--- src/rtl/fp_lock_pkg.sv ---
package fp_lock_pkg;

    localparam int CFG_W = 6;
    localparam int NBTN  = 5;

    // button slot positions inside the press vector
    localparam int BI_PWR = 0;
    localparam int BI_RST = 1;
    localparam int BI_SLP = 2;
    localparam int BI_NMI = 3;
    localparam int BI_ID  = 4;

    // packed so that bit 0 of the write data lands in 'enable'
    typedef struct packed {
        logic ien;
        logic prot_slp;
        logic prot_rst;
        logic prot_pwr;
        logic force_on;
        logic enable;
    } cfg_t;

    typedef enum logic [1:0] {
        VC_PWR = 2'b00,
        VC_RST = 2'b01,
        VC_SLP = 2'b10
    } viol_code_t;

    function automatic logic secure_eff(cfg_t c, logic kbc);
        return c.enable & (kbc | c.force_on);
    endfunction

    // fixed priority: power, then reset, then sleep
    function automatic viol_code_t pick_code(logic [2:0] hit);
        if (hit[BI_PWR])      return VC_PWR;
        else if (hit[BI_RST]) return VC_RST;
        else                  return VC_SLP;
    endfunction

endpackage

--- src/rtl/fp_lock_cfg.sv ---
module fp_lock_cfg
    import fp_lock_pkg::*;
(
    input  logic             clk,
    input  logic             rst,
    input  logic             clr_i,
    input  logic             we_i,
    input  logic [CFG_W-1:0] data_i,
    output cfg_t             cfg_o
);
    cfg_t cfg_q;

    always_ff @(posedge clk) begin
        if (rst || clr_i) begin
            cfg_q <= '0;
        end else if (we_i) begin
            cfg_q <= cfg_t'(data_i);
        end
    end

    assign cfg_o = cfg_q;

    AST_CFG_CLEARED: assert property (@(posedge clk) disable iff (rst)
        clr_i |=> (cfg_q == '0));

endmodule

--- src/rtl/fp_lock_edge.sv ---
module fp_lock_edge #(
    parameter int W = 5
) (
    input  logic         clk,
    input  logic         rst,
    input  logic [W-1:0] sig_i,
    output logic [W-1:0] rise_o
);
    logic [W-1:0] prev_q;

    always_ff @(posedge clk) begin
        if (rst) prev_q <= '0;
        else     prev_q <= sig_i;
    end

    assign rise_o = sig_i & ~prev_q;

endmodule

--- src/rtl/fp_lock_intr.sv ---
module fp_lock_intr #(
    parameter int STAGES = 2
) (
    input  logic clk,
    input  logic rst,
    input  logic async_i,
    output logic state_o,
    output logic change_o
);
    localparam int LAST = STAGES - 1;

    logic [STAGES-1:0] sync_q;
    logic              last_q;

    generate
        for (genvar g = 0; g < STAGES; g++) begin : g_sync
            if (g == 0) begin : g_first
                always_ff @(posedge clk) begin
                    if (rst) sync_q[0] <= 1'b0;
                    else     sync_q[0] <= async_i;
                end
            end else begin : g_next
                always_ff @(posedge clk) begin
                    if (rst) sync_q[g] <= 1'b0;
                    else     sync_q[g] <= sync_q[g-1];
                end
            end
        end
    endgenerate

    always_ff @(posedge clk) begin
        if (rst) last_q <= 1'b0;
        else     last_q <= sync_q[LAST];
    end

    assign state_o  = sync_q[LAST];
    assign change_o = sync_q[LAST] ^ last_q;

endmodule

--- src/rtl/fp_lock_top.sv ---
module fp_lock_top
    import fp_lock_pkg::*;
#(
    parameter int SYNC_STAGES = 2
) (
    input  logic             clk,
    input  logic             rst,
    input  logic             pwr_apply_i,
    input  logic             sys_rst_i,
    input  logic             cfg_we_i,
    input  logic [CFG_W-1:0] cfg_data_i,
    input  logic             kbc_secure_i,
    input  logic             panel_lock_i,
    input  logic             sys_on_i,
    input  logic             btn_pwr_i,
    input  logic             btn_rst_i,
    input  logic             btn_slp_i,
    input  logic             btn_nmi_i,
    input  logic             btn_id_i,
    input  logic             intr_i,
    output logic             pwr_req_o,
    output logic             rst_req_o,
    output logic             slp_req_o,
    output logic             nmi_req_o,
    output logic             id_req_o,
    output logic             viol_o,
    output logic [1:0]       viol_code_o,
    output logic             secure_o,
    output logic             intr_state_o,
    output logic             intr_evt_o
);
    cfg_t            cfg;
    logic            secure;
    logic [NBTN-1:0] btn_vec;
    logic [NBTN-1:0] rise;
    logic [NBTN-1:0] blk_sec;
    logic [NBTN-1:0] blk_other;
    logic [NBTN-1:0] pass;
    logic [NBTN-1:0] hit;
    logic [NBTN-1:0] act_q;
    logic            viol_q;
    viol_code_t      code_q;
    logic            intr_chg;

    fp_lock_cfg u_cfg (
        .clk    (clk),
        .rst    (rst),
        .clr_i  (pwr_apply_i | sys_rst_i),
        .we_i   (cfg_we_i),
        .data_i (cfg_data_i),
        .cfg_o  (cfg)
    );

    assign btn_vec = {btn_id_i, btn_nmi_i, btn_slp_i, btn_rst_i, btn_pwr_i};

    fp_lock_edge #(.W(NBTN)) u_edge (
        .clk    (clk),
        .rst    (rst),
        .sig_i  (btn_vec),
        .rise_o (rise)
    );

    fp_lock_intr #(.STAGES(SYNC_STAGES)) u_intr (
        .clk      (clk),
        .rst      (rst),
        .async_i  (intr_i),
        .state_o  (intr_state_o),
        .change_o (intr_chg)
    );

    assign secure = secure_eff(cfg, kbc_secure_i);

    always_comb begin
        blk_sec           = '0;
        blk_other         = '0;
        // power-up is always refused under secure mode; power-down only if protected
        blk_sec[BI_PWR]   = secure & (cfg.prot_pwr | ~sys_on_i);
        blk_sec[BI_RST]   = secure & cfg.prot_rst;
        blk_sec[BI_SLP]   = secure & cfg.prot_slp;
        blk_other[BI_PWR] = ~sys_on_i & panel_lock_i;
        hit               = rise & blk_sec;
        pass              = rise & ~blk_sec & ~blk_other;
    end

    always_ff @(posedge clk) begin
        if (rst) begin
            act_q  <= '0;
            viol_q <= 1'b0;
            code_q <= VC_PWR;
        end else begin
            act_q  <= pass;
            viol_q <= |hit;
            if (|hit) code_q <= pick_code(hit[2:0]);
        end
    end

    assign pwr_req_o   = act_q[BI_PWR];
    assign rst_req_o   = act_q[BI_RST];
    assign slp_req_o   = act_q[BI_SLP];
    assign nmi_req_o   = act_q[BI_NMI];
    assign id_req_o    = act_q[BI_ID];
    assign viol_o      = viol_q;
    assign viol_code_o = code_q;
    assign secure_o    = secure;
    assign intr_evt_o  = intr_chg & cfg.ien;

    AST_PWR_DOWN_BLOCKED: assert property (@(posedge clk) disable iff (rst)
        (rise[BI_PWR] && secure && cfg.prot_pwr && sys_on_i) |=> (!pwr_req_o && viol_o));

    AST_RST_BLOCKED: assert property (@(posedge clk) disable iff (rst)
        (rise[BI_RST] && secure && cfg.prot_rst) |=> (!rst_req_o && viol_o));

    AST_PWR_UP_LOCKED: assert property (@(posedge clk) disable iff (rst)
        (rise[BI_PWR] && !sys_on_i && (panel_lock_i || secure)) |=> !pwr_req_o);

    AST_NMI_EXEMPT: assert property (@(posedge clk) disable iff (rst)
        rise[BI_NMI] |=> nmi_req_o);

    AST_ID_EXEMPT: assert property (@(posedge clk) disable iff (rst)
        rise[BI_ID] |=> id_req_o);

    AST_CODE_LEGAL: assert property (@(posedge clk) disable iff (rst)
        viol_o |-> (viol_code_o != 2'b11));

    AST_SINGLE_PULSE: assert property (@(posedge clk) disable iff (rst)
        pwr_req_o |=> !pwr_req_o);

    AST_EVT_GATED: assert property (@(posedge clk) disable iff (rst)
        intr_evt_o |-> cfg.ien);

endmodule

--- config.mk ---
export PLATFORM = sky130hd
export DESIGN_NAME = fp_lock_top
export DESIGN_NICKNAME = d
export VERILOG_FILES = /design/src/rtl/fp_lock_pkg.sv /design/src/rtl/fp_lock_cfg.sv /design/src/rtl/fp_lock_edge.sv /design/src/rtl/fp_lock_intr.sv /design/src/rtl/fp_lock_top.sv
export SDC_FILE = /design/constraint.sdc
export NUM_CORES = 1
export LEC_CHECK = 0
export ABC_AREA = 0
export BUFFER_PORTS_ARGS = -buffer_cell sky130_fd_sc_hd__buf_2
export CORE_ASPECT_RATIO = 0.75
export CORE_MARGIN = 3
export CORE_UTILIZATION = 41
export CTS_BUF_LIST = sky130_fd_sc_hd__clkbuf_16
export CTS_CLUSTER_DIAMETER = 80
export DETAILED_ROUTE_END_ITERATION = 10
export GPL_TIMING_DRIVEN = 0
export PLACE_DENSITY = 0.72
export SETUP_SLACK_MARGIN = 0.2
export SYNTH_ARGS = -nofsm -noshare
export SYNTH_HDL_FRONTEND = slang
export SYNTH_SLANG_ARGS = --single-unit
--- constraint.sdc ---
create_clock -name clk -period 1.1 [get_ports clk]
set_clock_uncertainty 0.05 [all_clocks]
set_input_delay 0.055 -clock clk [delete_from_list [all_inputs] [get_ports clk]]
set_output_delay 0.055 -clock clk [all_outputs]
set_load 0.01 [all_outputs]
==> metrics.txt <==
Avg Inst Size Synth=11.2 µm²; Slew Limit Fails=0; largest net degree at the start of global routing=12; Clock Path Buffers=2; period utilisation layout=1.02; worst slew pin tran=0.405 ns; drt pass-1 iters=4; hold depth=2; register area=roughly 450 µm²; number of global-route vias before repair=around 590; share of layout cells above drive strength 1=0.455; Detailed Route WL=1580 µm; Fillers=151; first-pass GRT wire length=about 2600 µm; setup slack, reg-to-reg=-0.01 ns; violated checks=negative hold slack, negative setup slack; TritonCTS buffer count=3; Max FO, Critical Path=4; Pleak=0.561 nW; post-synth top area share=0.547; worst hold slack=-0.0621 ns; final worst-path setup slack=-0.0212 ns; commonest non-fill, non-tap cell in the layout=buf_2; post-synthesis sequential area ratio=0.547; Max Cap Viol=0; WL per Instance=11.8 µm; Critical Path Sink Type=output port; Hold/Removal Path Class=primary input to flip-flop; peak supply drop=1.25 mV; syn_nets=92; synth warn=0; Peak Freq=just under 900 MHz; H-tree Lvls=1; Worst-path clk slew=0.05 ns; Vias per Instance=roughly 4.7; synth top area cells=dfxtp_1 55%, mux2i_1 7.5%, nor2b_1 7.0%; die area=roughly 2500 µm²; crit path DAT=1.02 ns; Iteration-0 DRC Markers=13; Initial Util=0.450; Worst Reg-to-Reg Cells=3; status=finished, violations left; min Tclk post-route=1.12 ns; end point of the worst hold path=act_q[0]; critical path class=flip-flop to output port; Area Growth Syn to Fin=48.8%; Rel. slew slack=0.730; nets@finish=approximately 130; fin util=0.670; Pwr Density=around 1400 nW/µm²; die height=44.4 µm; via count=~630; IO Pins=31; most frequent cells in the layout=28 x buf_2, 18 x dfxtp_1, 10 x nor2_1; hpwl dp=between 1000 and 1500 µm; gpl congestion=roughly 0.77; RSZ-0062 raised after global routing=yes; area taken by multi-input logic gates=373 µm²; Congestion Overflow GR=0; Core Box Area=1790 µm²; Yosys cell types=24; CP startpoint kind=flip-flop; Setup Viol. Count Final=2; TritonCTS clock tree=yes; Mapped Cells=72; ANT nets after route=0; worst skew pair latency=0.25 ns; setup tns final=-0.0351 ns; Tot GR Track Use=0.143; Worst Min Path Start=panel_lock_i; initial antenna violation count=0; Buffers on Ports=29; Final Hold Fails=2; clk sinks=22; hold buffer count at CTS=5; Yosys top cell by area=dfxtp_1; root buf cell=clkbuf_16; Site Rows=13; Worst Path Required=1.00 ns; Die Wd=57.2 µm; Final Power=0.00173 W; FF-to-FF Start=u_edge.prev_q[0]; worst r2r dst=viol_code_o[1]; FF+latch count, synth=22; Post-route DRC=0; diode count=0; synthesized area=806 µm²; setup slack at placement=-0.00905 ns
[power by group]
group          switching, W  internal [W]
logic             0.0000689     0.0000905
clock network      0.000254      0.000479
registers         0.0000134      0.000826
[metrics by stage]
stage	instances	area, µm²
floorplan	72	842
global route	134	1200
finish	134	1200
CTS	133	1170
detailed placement	123	1010
global placement	123	1010
[synthesized netlist by cell type]
master     number
dfxtp_1        22
nor2_1         10
nor2b_1         9
mux2i_1         6
inv_1           4
a2111oi_2       3
a21oi_1         1
a31oi_2         1
and2_1          1
buf_1           1
buf_2           1
clkbuf_1        1
inv_4           1
nand2b_4        1
nand3b_1        1
nand4b_2        1
o2111a_1        1
o21ai_0         1
o21ai_4         1
o31ai_1         1
or2_1           1
or3_1           1
or3_4           1
xor2_1          1
[final cells by class]
| class | instances | share of cell area |
|---|---|---|
| inverter | 5 | 0.0177 |
| tap | 22 | 0.0230 |
| sequential | 22 | 0.372 |
| timing repair buffer | 37 | 0.204 |
| buffer | 3 | 0.0104 |
| clock buffer | 3 | 0.0626 |
| multi-input combinational | 42 | 0.311 |
[per-layer routing]
| metal | up-vias | share of wire | GRT usage |
|---|---|---|---|
| li1 | 321 | - | - |
| met1 | 280 | 0.44 | 0.166 |
| met2 | 19 | 0.46 | 0.223 |
| met3 | 6 | 0.075 | 0.0729 |
| met4 | 0 | 0.021 | 0.0648 |
| met5 | - | 0 | 0 |
[registers in the layout, indices dropped and copies added, names as in the netlist]
name / flops
act_q: 5
u_intr.state_o: 1
u_intr.sync_q: 1
viol_o: 1
u_intr.last_q: 1
u_edge.prev_q: 5
u_cfg.cfg_o: 6
viol_code_o: 2
[critical path: stages, from the launching register on]
cell and delay (ns):
dfxtp_2 0.33, o21ai_4 0.21, inv_4 0.10, buf_6 0.13
[what timing repair did]
| item | in CTS | in global routing |
|---|---|---|
| gates resized for setup | 4 | 6 |
| buffers inserted | 2 | 1 |
| setup endpoints to repair | 8 | 11 |
| pin swaps | 4 | 3 |
| hold endpoints to repair | 6 | 1 |
[logic make-up (layout without fill, tap and decap cells)]
| logic type | Yosys count | in the layout | synth area share |
|---|---|---|---|
| buffers and inverters | 8 | 48 | 0.0419 |
| xor gates and xnor gates | 1 | 1 | 0.0109 |
| muxes | 6 | 6 | 0.0745 |
| DFF | 22 | 22 | 0.547 |
| and+or+nand+nor | 26 | 26 | 0.199 |
| AOI/OAI and AO/OA | 9 | 9 | 0.127 |
[worst max-delay path by stage]
stage	cells past startpoint	to	from
final	3	secure_o	u_cfg.cfg_o[1]
after global routing	4	act_q[0]	u_cfg.cfg_o[1]
after CTS	3	secure_o	u_cfg.cfg_o[1]
after detailed placement	3	viol_code_o[1]	u_cfg.cfg_o[0]
after global placement	3	viol_code_o[1]	u_edge.prev_q[0]
after floorplan	3	viol_code_o[1]	u_edge.prev_q[0]
(Power assumes the default switching activity.)
